<file path="src/rtl/fp_nan_pkg.sv">
`timescale 1ns/1ps
package fp_nan_pkg;

  typedef enum logic [2:0] {
    DN_MSB_POS = 3'd0,
    DN_MSB_NEG = 3'd1,
    DN_ALL_POS = 3'd2,
    DN_LOW_POS = 3'd3,
    DN_SUB_POS = 3'd4
  } dnan_style_e;

  typedef struct packed {
    logic nan;
    logic quiet;
    logic sig;
  } nan_flags_t;

endpackage

</file>
<file path="src/rtl/nan_lane.sv">
`timescale 1ns/1ps
// Classifies and quiets one operand of a fixed field layout.
module nan_lane
  import fp_nan_pkg::*;
#(
  parameter int EXP_W  = 8,
  parameter int FRAC_W = 23,
  localparam int W     = 1 + EXP_W + FRAC_W
) (
  input  logic [W-1:0] word_i,
  input  logic         quiet_inv_i,
  input  logic         nosig_i,
  output nan_flags_t   flags_o,
  output logic [W-1:0] quieted_o
);

  logic [EXP_W-1:0]  exp_f;
  logic [FRAC_W-1:0] frac_f;
  logic exp_ones;
  logic frac_nz;
  logic top_bit;
  logic sig_raw;

  assign exp_f    = word_i[W-2 -: EXP_W];
  assign frac_f   = word_i[FRAC_W-1:0];
  assign exp_ones = &exp_f;
  assign frac_nz  = |frac_f;
  assign top_bit  = frac_f[FRAC_W-1];

  always_comb begin
    flags_o.nan   = exp_ones & frac_nz;
    // A NaN with top bit 0 always has a nonzero lower fraction.
    sig_raw       = flags_o.nan & (top_bit == quiet_inv_i);
    flags_o.sig   = sig_raw & ~nosig_i;
    flags_o.quiet = flags_o.nan & ~flags_o.sig;
    quieted_o     = word_i;
    if (flags_o.sig) begin
      if (quiet_inv_i) begin
        quieted_o[FRAC_W-1] = 1'b0;
        quieted_o[FRAC_W-2] = 1'b1;
      end else begin
        quieted_o[FRAC_W-1] = 1'b1;
      end
    end
  end

endmodule

</file>
<file path="src/rtl/nan_default_gen.sv">
`timescale 1ns/1ps
// Builds the default NaN word for one field layout.
module nan_default_gen
  import fp_nan_pkg::*;
#(
  parameter int EXP_W  = 8,
  parameter int FRAC_W = 23,
  localparam int W     = 1 + EXP_W + FRAC_W
) (
  input  logic [2:0]   style_i,
  output logic [W-1:0] nan_o
);

  logic              sign_b;
  logic [FRAC_W-1:0] frac_b;

  always_comb begin
    sign_b = 1'b0;
    frac_b = '0;
    case (style_i)
      DN_MSB_NEG: begin
        sign_b             = 1'b1;
        frac_b[FRAC_W-1]   = 1'b1;
      end
      DN_ALL_POS: frac_b = '1;
      DN_LOW_POS: begin
        frac_b             = '1;
        frac_b[FRAC_W-1]   = 1'b0;
      end
      DN_SUB_POS: frac_b[FRAC_W-2] = 1'b1;
      default:    frac_b[FRAC_W-1] = 1'b1;
    endcase
    nan_o = {sign_b, {EXP_W{1'b1}}, frac_b};
  end

endmodule

</file>
<file path="src/rtl/nan_out_stage.sv">
`timescale 1ns/1ps
// Optional output register for all results.
module nan_out_stage
  import fp_nan_pkg::*;
#(
  parameter int W       = 64,
  parameter bit OUT_REG = 1'b1
) (
  input  logic         clk,
  input  logic         rst,
  input  logic         valid_i,
  input  nan_flags_t   flags_i,
  input  logic [W-1:0] quiet_i,
  input  logic [W-1:0] dflt_i,
  output logic         valid_o,
  output nan_flags_t   flags_o,
  output logic [W-1:0] quiet_o,
  output logic [W-1:0] dflt_o
);

  generate
    if (OUT_REG) begin : g_reg
      always_ff @(posedge clk) begin
        if (rst) begin
          valid_o <= 1'b0;
          flags_o <= '0;
          quiet_o <= '0;
          dflt_o  <= '0;
        end else begin
          valid_o <= valid_i;
          flags_o <= flags_i;
          quiet_o <= quiet_i;
          dflt_o  <= dflt_i;
        end
      end
    end else begin : g_wire
      logic unused_clkrst;
      assign unused_clkrst = clk ^ rst;
      assign valid_o = valid_i;
      assign flags_o = flags_i;
      assign quiet_o = quiet_i;
      assign dflt_o  = dflt_i;
    end
  endgenerate

endmodule

</file>
<file path="src/rtl/fp_nan_unit.sv">
`timescale 1ns/1ps
// NaN classifier, quieter and default NaN source for binary32/binary64.
module fp_nan_unit
  import fp_nan_pkg::*;
#(
  parameter int SP_EXP_W  = 8,
  parameter int SP_FRAC_W = 23,
  parameter int DP_EXP_W  = 11,
  parameter int DP_FRAC_W = 52,
  parameter bit OUT_REG   = 1'b1,
  localparam int SP_W     = 1 + SP_EXP_W + SP_FRAC_W,
  localparam int DP_W     = 1 + DP_EXP_W + DP_FRAC_W
) (
  input  logic            clk,
  input  logic            rst,
  input  logic            in_valid,
  input  logic [DP_W-1:0] operand,
  input  logic            fmt_dbl,
  input  logic            quiet_inv,
  input  logic            nosig_mode,
  input  logic [2:0]      dnan_style,
  output logic            out_valid,
  output logic            is_nan,
  output logic            is_quiet,
  output logic            is_sig,
  output logic [DP_W-1:0] quieted,
  output logic [DP_W-1:0] dflt_nan
);

  localparam int PAD_W = DP_W - SP_W;

  nan_flags_t      sp_flags, dp_flags, sel_flags, reg_flags;
  logic [SP_W-1:0] sp_quiet, sp_dflt;
  logic [DP_W-1:0] dp_quiet, dp_dflt, sel_quiet, sel_dflt;
  logic            sel_top, sel_sub;

  nan_lane #(.EXP_W(SP_EXP_W), .FRAC_W(SP_FRAC_W)) u_sp_lane (
    .word_i(operand[SP_W-1:0]), .quiet_inv_i(quiet_inv), .nosig_i(nosig_mode),
    .flags_o(sp_flags), .quieted_o(sp_quiet)
  );

  nan_lane #(.EXP_W(DP_EXP_W), .FRAC_W(DP_FRAC_W)) u_dp_lane (
    .word_i(operand), .quiet_inv_i(quiet_inv), .nosig_i(nosig_mode),
    .flags_o(dp_flags), .quieted_o(dp_quiet)
  );

  nan_default_gen #(.EXP_W(SP_EXP_W), .FRAC_W(SP_FRAC_W)) u_sp_dflt (
    .style_i(dnan_style), .nan_o(sp_dflt)
  );

  nan_default_gen #(.EXP_W(DP_EXP_W), .FRAC_W(DP_FRAC_W)) u_dp_dflt (
    .style_i(dnan_style), .nan_o(dp_dflt)
  );

  assign sel_flags = fmt_dbl ? dp_flags : sp_flags;
  assign sel_quiet = fmt_dbl ? dp_quiet : {{PAD_W{1'b0}}, sp_quiet};
  assign sel_dflt  = fmt_dbl ? dp_dflt  : {{PAD_W{1'b0}}, sp_dflt};
  assign sel_top   = fmt_dbl ? sel_quiet[DP_FRAC_W-1] : sel_quiet[SP_FRAC_W-1];
  assign sel_sub   = fmt_dbl ? sel_quiet[DP_FRAC_W-2] : sel_quiet[SP_FRAC_W-2];

  nan_out_stage #(.W(DP_W), .OUT_REG(OUT_REG)) u_out (
    .clk(clk), .rst(rst), .valid_i(in_valid), .flags_i(sel_flags),
    .quiet_i(sel_quiet), .dflt_i(sel_dflt), .valid_o(out_valid),
    .flags_o(reg_flags), .quiet_o(quieted), .dflt_o(dflt_nan)
  );

  assign is_nan   = reg_flags.nan;
  assign is_quiet = reg_flags.quiet;
  assign is_sig   = reg_flags.sig;

  AST_FLAG_EXCL: assert property (@(posedge clk) disable iff (rst)
    !(sel_flags.quiet && sel_flags.sig));
  AST_OUT_FLAG_NAN: assert property (@(posedge clk) disable iff (rst)
    (is_quiet || is_sig) |-> is_nan);
  AST_NOSIG_NONE: assert property (@(posedge clk) disable iff (rst)
    nosig_mode |-> !sel_flags.sig);
  AST_QUIET_NORMAL: assert property (@(posedge clk) disable iff (rst)
    (sel_flags.sig && !quiet_inv) |-> sel_top);
  AST_QUIET_INVERT: assert property (@(posedge clk) disable iff (rst)
    (sel_flags.sig && quiet_inv) |-> (!sel_top && sel_sub));
  AST_SP_ZERO_EXT: assert property (@(posedge clk) disable iff (rst)
    !fmt_dbl |-> (sel_quiet[DP_W-1:SP_W] == '0 && sel_dflt[DP_W-1:SP_W] == '0));

  generate
    if (OUT_REG) begin : g_vchk
      AST_VALID_FOLLOW: assert property (@(posedge clk) disable iff (rst)
        in_valid |=> out_valid);
      AST_VALID_DROP: assert property (@(posedge clk) disable iff (rst)
        !in_valid |=> !out_valid);
    end
  endgenerate

endmodule

</file>
<file path="config.mk">
export PLATFORM = sky130hd
export DESIGN_NAME = fp_nan_unit
export DESIGN_NICKNAME = d
export VERILOG_FILES = /design/src/rtl/fp_nan_pkg.sv /design/src/rtl/nan_lane.sv /design/src/rtl/nan_default_gen.sv /design/src/rtl/nan_out_stage.sv /design/src/rtl/fp_nan_unit.sv
export SDC_FILE = /design/constraint.sdc
export NUM_CORES = 1
export LEC_CHECK = 0
export BUFFER_PORTS_ARGS = -buffer_cell sky130_fd_sc_hd__clkbuf_2
export CORE_UTILIZATION = 53
export CTS_CLUSTER_SIZE = 24
export DETAILED_ROUTE_END_ITERATION = 6
export GPL_TIMING_DRIVEN = 0
export HOLD_SLACK_MARGIN = 0.15
export PLACE_DENSITY = 0.85
export SYNTH_ARGS = -nofsm -noshare
export SYNTH_HDL_FRONTEND = slang
export SYNTH_HIERARCHICAL = 1
export SYNTH_SLANG_ARGS = --single-unit
export TNS_END_PERCENT = 5
</file>
<file path="constraint.sdc">
create_clock -name clk -period 3.04 [get_ports clk]
set_clock_uncertainty 0.15 [all_clocks]
set_input_delay 0.912 -clock clk [delete_from_list [all_inputs] [get_ports clk]]
set_output_delay 0.912 -clock clk [all_outputs]
set_load 0.01 [all_outputs]
</file>
==> Yosys cells after proc, flatten, opt, wreduce, memory -nomap -nowiden <==
Cells that the tools add are included.
{ "word_totals": {"elab_cells": 47, "out_inout_bits": 132, "in_bits": 73, "reg_bits": 132} }
{ "classes": {"eq_ne": 6, "reduce_logical": 8, "muxes": 13, "bitwise_logic": 12} }
{ "ops": {"columns": ["cell", "n"], "rows": [
  ["$mux 63", 1],
  ["$reduce_or 52->1", 1],
  ["$mux 50", 1],
  ["$mux 23", 1],
  ["$reduce_or 23->1", 1],
  ["$mux 21", 1],
  ["$reduce_and 11->1", 1],
  ["$and 1x1->1", 8],
  ["$reduce_and 8->1", 1],
  ["$eq 3x2->1 const B", 2],
  ["$mux 1", 6],
  ["$reduce_or 2->1", 3],
  ["$mux 2", 2],
  ["$not 1->1", 4],
  ["$eq 3x1->1 const B", 1],
  ["$eq 3x3->1 const B", 1],
  ["$mux 3", 1],
  ["$reduce_or 3->1", 1],
  ["$eq 1x1->1", 2]
]} }

==> Longest topological paths before layout <==
Gate-level depths: netlist of run 1.
{ "depth": {"word_depth": 7, "ltp_mapped": 6, "ltp_nobuf": 6} }

==> Modules after synthesis <==
Netlist of run 1, hierarchy kept.
{ "by_module_without_submodules": {"columns": ["module", "instances", "seq_area_each_um2", "cells_each", "area_per_inst_um2"], "rows": [
  ["nan_out_stage", 1, 2642.5, 278, 3558.4],
  ["fp_nan_unit", 1, 0.0, 146, 1351.3],
  ["nan_lane at u_dp_lane", 1, 0.0, 98, 691.9],
  ["nan_default_gen at u_dp_dflt", 1, 0.0, 67, 496.7],
  ["nan_lane at u_sp_lane", 1, 0.0, 52, 370.4],
  ["nan_default_gen at u_sp_dflt", 1, 0.0, 35, 256.5]
]} }

==> Least setup slack after synthesis of run 1 <==
No wires, ideal clock.
{ "synth_timing": {"path_type": "input port to flip-flop", "start": "in dnan_style[1]", "end": "reg u_out.dflt_o[51]", "t_required_ps": 2776, "path_buffers": 0, "cell_stages": 4, "path_slack_ps": 310, "arrival_ps": 2466, "setup_time_ps": 114, "path_cell_list": "nor2b_2 > a22oi_1 > and2_1 > nor2b_1"} }
{ "synth_via": {"elab_chain_cells": 3, "word_cells_on_any_way": 4, "classes_between": "eq/ne (2); mux (1); reduce/logical (1)"} }
{ "synth_lines": {"columns": ["element", "line", "source"], "rows": [
  ["start: declaration", "fp_nan_unit.sv:21", "input logic [2:0] dnan_style,"],
  ["$eq 3x2->1 / $eq 3x3->1 (equally long branches)", "nan_default_gen.sv:20", "case (style_i)"],
  ["$reduce_or 2->1 (no source line) (*)", null, null],
  ["$mux 1 (*)", "nan_default_gen.sv:20", null],
  ["named net dp_dflt[51]", "fp_nan_unit.sv:34", "logic [DP_W-1:0] dp_quiet, dp_dflt, sel_quiet, sel_dflt;"],
  ["end signal: assignment", "nan_out_stage.sv:33", "dflt_o <= dflt_i;"],
  ["end: declaration", "nan_out_stage.sv:18", "output logic [W-1:0] dflt_o"]
]} }
Mark *: on every way through the listed nets, which the timed path passes. The rest lies on a longest branch.
A chain may end at the register's enable or synchronous reset.

==> results.cfg, run 1 <==
[synth]
post_synth_fa_ha_maj_area_fraction_pct = 0
synthSimpleGateAreaFrac_pct = 23.18
synth_compound_area_share_pct = 1.191
ys.warnings.count = 6
synth_ff_type = dfxtp_1
synth_cells = 676
synthArstFlopShare_pct = 0
combinational_family_with_the_most_area_after_synthesis = buffers and inverters
ys_ff_latch = 132
synthMuxAreaShare_pct = 12.67
synthDistinctLibCells = 30
yosys.area_share.xor_xnor_pct = 0.2605
mappedNetlistArea_mm2 = 0.006725
syn-mean-instance-area_um2 = 9.949
number_of_enable_type_register_cells_in_the_synthesized_netlist = 0
synth_seq_area_share_pct = 39.29

[setup_path]
critical_path.cell_chain = clkbuf_2 > nor4_1 > nand4_1 > nor4_4 > nor3_1 > mux2_2 > nor2b_1
path_max_fanout = 4
endpoint_kind = flip-flop
critical_path_s_slowest_cell = nor4_4
critical_path_arrival_ns = 2.48
startpoint_type = input port
timing.critical_path.to = u_out/flags_o[1]$_SDFF_PP0_
crit_type = input port to flip-flop
critical_path.startpoint = operand[8]
worstPathBufferInverterCount = 1
timing.critical_path.depth = 7
cp_slowest_stage_delay_ns = 0.39
worst_path_dominant_cell_family = simple AND/OR/NAND/NOR gates
cp.required_ns = 3.19

[min_path]
holdCritPathClass = input port to flip-flop

[power]
cellPowerDensity_mw_per_mm2 = 505.8
vdd_ir_drop_max_mv = 0.3410
switching_share_pct = 22.91
power_uw = 4326
pwr-share-seq_pct = 42.5
cellInternalPower_uw = 3335
clock_power_share_pct = 41.9
total_leakage_power_uw = 0.004282
switching_power_uw = 991.2
p_comb_share_pct = 15.6

[final_layout]
final_layout_size_suffix_gt1_share_pct = 54.55
final_common_cell = clkbuf_2
final_cell_mix = clkbuf_2 (201), buf_4 (190), nor2b_1 (132), dfxtp_1 (132), and2_1 (64)
final.fill_count = 972
layout-area-overhead-vs-synth_pct = 27.18
postLayoutCellArea_mm2 = 0.008553
antenna_cells_inserted = 0
nets = 987

[timing]
max_freq_mhz = 427.9
tns_setup_ns = 0
grt_setup_unrepaired = false
finalCritPeriodShare_pct = 76.87
report.final.hold_viol_count = 0
period_needed_ns = 2.337
setup_viol = 0
tightest_slew_ns = 0.8647
slew_headroom_pct = 42.09
slew_violations = 0

[route]
routed_wl_um = 13770
dr_total_vias = 4826
vias_per_cell = 4.419
detail_route.iter0.violations = 127
ant_nets = 0
drtPass1Iterations = 4
routed_wire_length_per_instance_um = 12.61
post-route-drc-count = 0

[clock_network]
cts_made_buffers = 17
holdBufCountCts = 0
cts_root_buf = clkbuf_16
cts.htree.levels = 4
clk_transition_reported_paths_ns = 0.05
tritoncts = yes
cts-resized-gates = 0
clockBufferDepth = 2
cts_sinks = 132
cts_setup_buffers = 0

[floorplan]
fp.dieH_um = 114.6
start_util_pct = 55.07
core_area_mm2 = 0.01221
die_x_um = 114.6
die_area_mm2 = 0.01314
rows = 40
io-pin-count = 205

[global_routing]
use_met2_pct = 36.89
grt.total_usage_pct = 22.01
groute.layer.met3.usage_pct = 8.152
global_route.peak_usage_layer = met2
grt_max_degree = 31
globalRouteOverflowTotal = 0
first_pass_grt_wire_length_um = 21710
via_count_of_the_first_global_routing_pass = 4472
grt_antenna_before_repair = 0
grtUsageMet1_pct = 24.61

[place]
post-dp-hpwl_um = 10360
dpl-instance-area_mm2 = 0.008038
globalplace.congestion = 0.8583
io_port_bufs = 201

[flow_run]
drv_cap = 0

[status]
result_of_the_run = finished clean
[worst min-delay path by stage]
stage	to	slack, ns	cells after the start	startpoint
after floorplan	u_out/valid_o$_SDFF_PP0_	0.89	1	in_valid
after global placement	u_out/valid_o$_SDFF_PP0_	0.98	2	in_valid
after detailed placement	u_out/valid_o$_SDFF_PP0_	1.0	2	in_valid
after CTS	u_out/valid_o$_SDFF_PP0_	0.57	2	in_valid
after global routing	u_out/valid_o$_SDFF_PP0_	0.59	2	in_valid
final	u_out/valid_o$_SDFF_PP0_	0.58	2	in_valid
[power groups by stage]
| stage | Sequential, uW | Clock, uW | Combinational (uW) |
|---|---|---|---|
| 6_report | 1840 | 1810 | 675 |
| 5_1_grt | 1840 | 1940 | 736 |
| 4_1_cts | 1840 | 1860 | 679 |
| 3_3_place_gp | 1870 | 0 | 659 |
| 3_5_place_dp | 1870 | 0 | 675 |
| 2_1_floorplan | 1910 | 0 | 414 |
[synthesized netlist by cell type, types with 3 or more instances]
master / count / area (um^2)
nor2b_1: 132 / 825.8
nor4_2: 3 / 37.54
clkbuf_1: 6 / 22.52
buf_6: 5 / 56.30
and2_1: 64 / 400.4
mux2_4: 26 / 390.4
buf_4: 190 / 1426
mux2_2: 41 / 461.7
inv_1: 3 / 11.26
nor3_1: 5 / 25.02
buf_2: 10 / 50.05
nand4_1: 10 / 62.56
nor4_1: 16 / 100.1
dfxtp_1: 132 / 2643
nor2_1: 8 / 30.03
[routing by layer]
metal  wire length (um)  vias to the layer above
li1                   -                     2451
met1               5801                     2180
met2               6603                      166
met3                999                       29
met4                369                        0
met5                  0                        -
[cell families (layout without fill, tap and decap cells)]
family | Yosys count | in the layout
xor+xnor | 2 | 2
other cells | 2 | 19
compound gates | 11 | 11
buf+inv | 214 | 445
simple gates | 248 | 248
flops | 132 | 132
mux | 67 | 67
[metrics by stage]
stage | worst slack [ns] | hold slack, ns | std cells | util [%]
floorplan | 0.3104 | 0.8902 | 693 | -
global placement | -0.3887 | 0.9841 | 1062 | 65.55
detailed placement | 0.2726 | 0.9966 | 1063 | 65.82
CTS | 0.7188 | 0.5673 | 1092 | 70.04
global route | 0.6220 | 0.5915 | 1092 | 70.04
finish | 0.7031 | 0.5799 | 1092 | 70.04
[flip-flops by register name, indices dropped and copies added (netlist names)]
signal         count
u_out/dflt_o      64
u_out/flags_o      3
u_out/valid_o      1
u_out/quiet_o     64
[cell type report]
class	count	area (um^2)	area share (%)
buffer	211	1555	18.18
sequential	132	2643	30.90
clock inverter	6	57.56	0.6729
timing repair buffer	202	1033	12.08
inverter	3	11.26	0.1317
clock buffer	23	457.9	5.354
tap	168	210.2	2.458
multi-input combinational	347	2585	30.22
Note: power is estimated with default switching activity, not from simulation.
==> inputs of run 2 (changes only) <==
==> constraint.sdc (replaced) <==
create_clock -name clk -period 2.3 [get_ports clk]
set_clock_uncertainty 0.15 [all_clocks]
set_input_delay 0.69 -clock clk [delete_from_list [all_inputs] [get_ports clk]]
set_output_delay 0.69 -clock clk [all_outputs]
set_load 0.01 [all_outputs]
==> run 2 against run 1 <==
  * Critical path depth stayed put
  * Critical endpoint is now u_out/flags_o[0]$_SDFF_PP0_
  * Highest routed layer unchanged
  * Hold slack lost 0.22 ns
  * Combinational power rose by 32%
  * Largest cell class unchanged
  * Die area unchanged
==> results.cfg, run 2 (synthesis gave the netlist of run 1 again) <==
[status]
result_of_the_run = finished clean

[final_layout]
final_cell_mix = clkbuf_2 (201), buf_4 (190), nor2b_1 (132), dfxtp_1 (132), and2_1 (64)
area_occupied_by_multi_input_gates_mm2 = 0.002585
layout-area-overhead-vs-synth_pct = 27.65
antenna_cells_inserted = 0
final_layout_size_suffix_gt1_share_pct = 54.97
nets = 986
sequential_cell_area_mm2 = 0.002643
postLayoutCellArea_mm2 = 0.008584
biggestRegsByFlops = u_out/dflt_o: 64 flops, u_out/quiet_o: 64 flops, u_out/flags_o: 3 flops
final.fill_count = 994
final_common_cell = clkbuf_2

[timing]
finalCritPeriodShare_pct = 92.62
period_needed_ns = 2.130
max_freq_mhz = 469.4
slew_violations = 0
tightest_slew_ns = 1.105
report.final.hold_viol_count = 0
setup_viol = 0
grt_setup_unrepaired = false
slew_headroom_pct = 26.16

[clock_network]
holdBufCountCts = 0
clk_transition_reported_paths_ns = 0.06
clockBufferDepth = 2
cts_setup_buffers = 0
cts_made_buffers = 17
cts-resized-gates = 0
cts_sinks = 132
cts_root_buf = clkbuf_16
cts.htree.levels = 4
tritoncts = yes

[global_routing]
grt.total_usage_pct = 22.25
globalRouteOverflowTotal = 0
grt_antenna_before_repair = 0
grt_max_degree = 53
via_count_of_the_first_global_routing_pass = 4551
first_pass_grt_wire_length_um = 21920

[setup_path]
critical_path.cell_chain = clkbuf_2 > nor4_1 > nand4_1 > nor4_4 > nor4_1 > mux2_2 > nor2b_1
path_max_fanout = 4
critical_path_s_slowest_cell = nor4_1
crit_type = input port to flip-flop
endpoint_kind = flip-flop
critical_path_arrival_ns = 2.28
timing.critical_path.mode_cell = nor4_1
cp_slowest_stage_delay_ns = 0.37
cp.required_ns = 2.45
startpoint_type = input port

[floorplan]
io-pin-count = 205
start_util_pct = 55.07
die_area_mm2 = 0.01314
fp.dieH_um = 114.6
core_area_mm2 = 0.01221
rows = 40
die_x_um = 114.6

[route]
routed_wire_length_per_instance_um = 12.75
drtPass1Iterations = 4
detail_route.iter0.violations = 147
ant_nets = 0
routed_wl_um = 13940
post-route-drc-count = 0
vias_per_cell = 4.360
dr_total_vias = 4770

[place]
globalplace.congestion = 0.8354
dpl-instance-area_mm2 = 0.008010
io_port_bufs = 201
post-dp-hpwl_um = 10680

[power]
vdd_ir_drop_max_mv = 0.4956
cellPowerDensity_mw_per_mm2 = 684.6
power_uw = 5877
total_leakage_power_uw = 0.004286

[min_path]
holdCritPathClass = input port to flip-flop

[flow_run]
drv_cap = 0
[run 2: per-stage QoR]
step | TNS, ns | util (%) | hold slack [ns] | setup WS (ns) | std cells
final | 0 | 70.30 | 0.3587 | 0.1698 | 1094
after detailed placement | -9.588 | 65.59 | 0.7744 | -0.2722 | 1062
after floorplan | 0 | - | 0.6682 | 0.1390 | 693
after global placement | -7.890 | 65.59 | 0.7575 | -0.2846 | 1062
after global routing | 0 | 70.30 | 0.3624 | 0.02953 | 1094
after CTS | 0 | 70.30 | 0.3495 | 0.1427 | 1094
[run 2: final cells by class]
cell class	count	share of cell area (%)
Clock inverter	10	1.166
Tap cell	168	2.449
Sequential cell	132	30.78
Clock buffer	22	5.524
Multi-Input combinational cell	347	30.11
Buffer	211	18.12
Inverter	3	0.1312
Timing Repair Buffer	201	11.72
[run 2: path summary, 6_finish.rpt]
path                    from                           to  slack, ns  cells after the start
setup / recovery  operand[0]  u_out/flags_o[0]$_SDFF_PP0_       0.17                      7
hold / removal      in_valid     u_out/valid_o$_SDFF_PP0_       0.36                      2
[run 2: metal layers]
layer  global-route usage [%]  part of all wire, %  up-vias
met3                    8.470                  7.1       12
met4                    6.840                 0.98        0
li1                         -                    -     2444
met2                    40.00                   51      138
met5                        0                    0        -
met1                    24.09                   41     2176
[run 2: worst max-delay path: cells and delay by family]
kind	cells	cell delay (ns)
AND/OR/NAND/NOR	5	1.20
multiplexers	1	0.27
buffers and inverters	1	0.12
[run 2: power by group]
| group | switching [uW] | internal, uW | leakage [uW] |
|---|---|---|---|
| Combinational | 370 | 523 | 0.00293 |
| Sequential | 30.5 | 2400 | 0.00109 |
| Clock | 980 | 1580 | 0.000269 |
| Total | 1380 | 4500 | 0.00429 |
==> inputs of run 3 (changes only) <==
--- a/config.mk
+++ b/config.mk
@@ -6,14 +6,13 @@
 export NUM_CORES = 1
 export LEC_CHECK = 0
 export BUFFER_PORTS_ARGS = -buffer_cell sky130_fd_sc_hd__clkbuf_2
-export CORE_UTILIZATION = 53
+export CORE_UTILIZATION = 40
 export CTS_CLUSTER_SIZE = 24
 export DETAILED_ROUTE_END_ITERATION = 6
 export GPL_TIMING_DRIVEN = 0
 export HOLD_SLACK_MARGIN = 0.15
-export PLACE_DENSITY = 0.85
+export PLACE_DENSITY = 0.82
 export SYNTH_ARGS = -nofsm -noshare
 export SYNTH_HDL_FRONTEND = slang
-export SYNTH_HIERARCHICAL = 1
 export SYNTH_SLANG_ARGS = --single-unit
 export TNS_END_PERCENT = 5
==> run 3 against run 2 <==
  * Core utilization is 9.1 points lower
  * Global-route usage decreased by 3.5 points
  * Routed wire length shrank 50%
  * First-iteration DRC count decreased by 80%
  * Clock-buffer cell count shrank 12
  * Critical endpoint is now dflt_nan[47]
  * Cell count fell by 46%
  * Largest cell class unchanged
  * Total power shrank 52%
  * Setup slack lost 0.038 ns
  * Hold slack better by 0.038 ns
  * Critical path depth fell by 5
  * Sequential share of layout area up 6.8 points
==> results.cfg, run 3 <==
[status]
result_of_the_run = finished clean

[clock_network]
cts.htree.levels = 3
cts_root_buf = clkbuf_8
tritoncts = yes
clockBufferDepth = 2
cts_sinks = 78
cts_setup_buffers = 0
cts_made_buffers = 9
cts-resized-gates = 0
holdBufCountCts = 0
clk_transition_reported_paths_ns = 0.08

[setup_path]
critical_path.cell_chain = buf_4 > clkbuf_2
critical_path_arrival_ns = 1.33
critical_path_s_slowest_cell = dfxtp_1
path_max_fanout = 18
worst_path_dominant_cell_family = flip-flops
endpoint_kind = output pin
crit_type = flip-flop to output pin
cp.required_ns = 1.46
startpoint_type = flip-flop
worstPathBufferInverterCount = 2
cp_slowest_stage_delay_ns = 0.67

[synth]
mappedNetlistArea_mm2 = 0.002811
synth_cells = 270
number_of_enable_type_register_cells_in_the_synthesized_netlist = 0
synthesis.nets = 343
synthDominantAreaCellType = dfxtp_1
synthArstFlopShare_pct = 0
post-synth-top-count-cell = dfxtp_1
ys_ff_latch = 78
synthDistinctLibCells = 33
fraction_of_synthesized_cell_area_taken_by_the_top_area_cell_type_pct = 55.54
synth.top_cells.by_area = dfxtp_1 (56%), buf_4 (14%), and2_1 (6.7%), nor2b_1 (6.7%), nor4_1 (2.2%)
synth_ff_type = dfxtp_1
synthTopCellsByCount = dfxtp_1 (78), buf_4 (54), and2_1 (30), nor2b_1 (30), nor2_1 (13)
synth_seq_area_share_pct = 55.54
ys.warnings.count = 0
syn-mean-instance-area_um2 = 10.41

[final_layout]
largest_reg_flops = 64
antenna_cells_inserted = 0
final_layout_size_suffix_gt1_share_pct = 57.14
reg_with_most_ffs = u_out.quiet_o
layout-area-overhead-vs-synth_pct = 47.98
biggestRegsByFlops = u_out.quiet_o: 64 flops, u_out.dflt_o: 10 flops, u_out.flags_o: 3 flops
non_filler_cells_final = 586
final_common_cell = clkbuf_2
final_cell_mix = clkbuf_2 (204), dfxtp_1 (77), buf_4 (54)
final.fill_count = 613
area_occupied_by_multi_input_gates_um2 = 799.5
sequential_cell_area_mm2 = 0.001563
nets = 558

[floorplan]
core_area_mm2 = 0.006794
fp.dieH_um = 85.84
die_x_um = 85.84
rows = 30
die_area_mm2 = 0.007368
start_util_pct = 41.38
io-pin-count = 205

[global_routing]
first_pass_grt_wire_length_um = 10450
grt.total_usage_pct = 18.75
globalRouteOverflowTotal = 0
via_count_of_the_first_global_routing_pass = 2223
grt_max_degree = 22
grt_antenna_before_repair = 0

[flow_run]
drv_cap = 0

[timing]
finalCritPeriodShare_pct = 94.29
report.final.hold_viol_count = 0
slew_violations = 0
period_needed_ns = 2.169
tightest_slew_ns = 0.5378
max_freq_mhz = 461.1
hold_slack_ns = 0.3965
slew_headroom_pct = 64.10
grt_setup_unrepaired = false
setup_viol = 0

[power]
total_leakage_power_uw = 0.002221
cellPowerDensity_mw_per_mm2 = 682.5
vdd_ir_drop_max_mv = 0.3653

[place]
globalplace.congestion = 0.8118
place.detailed.instances = 570
io_port_bufs = 204
post-dp-hpwl_um = 5724

[route]
drtPass1Iterations = 4
dr_total_vias = 2468
detail_route.iter0.violations = 30
routed_wire_length_per_instance_um = 11.85
ant_nets = 0
routed_wl_um = 6942
vias_per_cell = 4.212
post-route-drc-count = 0

[min_path]
holdCritPathClass = input port to flip-flop
-- run 3: final timing paths --
check	startpoint	endpoint	slack (ns)	depth (start not counted)
worst max-delay path	u_out.dflt_o[49]$_SDFF_PP0_	dflt_nan[47]	0.13	2
worst min-delay path	operand[63]	u_out.quiet_o[63]$_SDFF_PP0_	0.40	2
-- run 3: per-stage QoR --
step                      util [%]  setup TNS [ns]  total power (uW)  worst slack [ns]  instance area [um^2]
after floorplan                  -               0              1643            0.2773                  2811
after global placement       58.18        -0.06528              1834          -0.04950                  3953
after detailed placement     58.18        -0.08813              1843          -0.05854                  3953
after CTS                    61.22               0              2883           0.02518                  4159
after global routing         61.23               0              2977           0.02526                  4160
final                        61.23               0              2839            0.1314                  4160
-- run 3: area by class of cell --
| type | count | area share, % |
|---|---|---|
| Clock inverter | 6 | 1.654 |
| Timing Repair Buffer | 204 | 24.54 |
| Sequential cell | 78 | 37.56 |
| Clock buffer | 10 | 3.308 |
| Buffer | 61 | 10.38 |
| Inverter | 5 | 0.4511 |
| Multi-Input combinational cell | 126 | 19.22 |
| Tap cell | 96 | 2.887 |
-- run 3: layer usage --
metal  wire [um]  GRT usage (%)
met1        2737          20.57
met2        3562          32.80
met3         511          5.775
met4         131          9.394
met5           0              0
-- run 3: kinds of logic (layout without fill, tap and decap cells) --
kind of cell	count (synthesis)	count (layout)	share of synthesized area (%)
AO/OA/AOI/OAI	14	14	3.560
buffers and inverters	66	286	16.02
AND/OR/NAND/NOR	110	110	24.25
flip-flops	78	78	55.54
XOR/XNOR	2	2	0.6232
-- run 3: where the power goes --
group	switching (uW)	total (uW)	leakage, uW	internal, uW
Sequential	25.0	1440	0.000645	1410
Clock	497	1030	0.000103	536
Combinational	179	370	0.00147	192
Total	701	2840	0.00222	2140
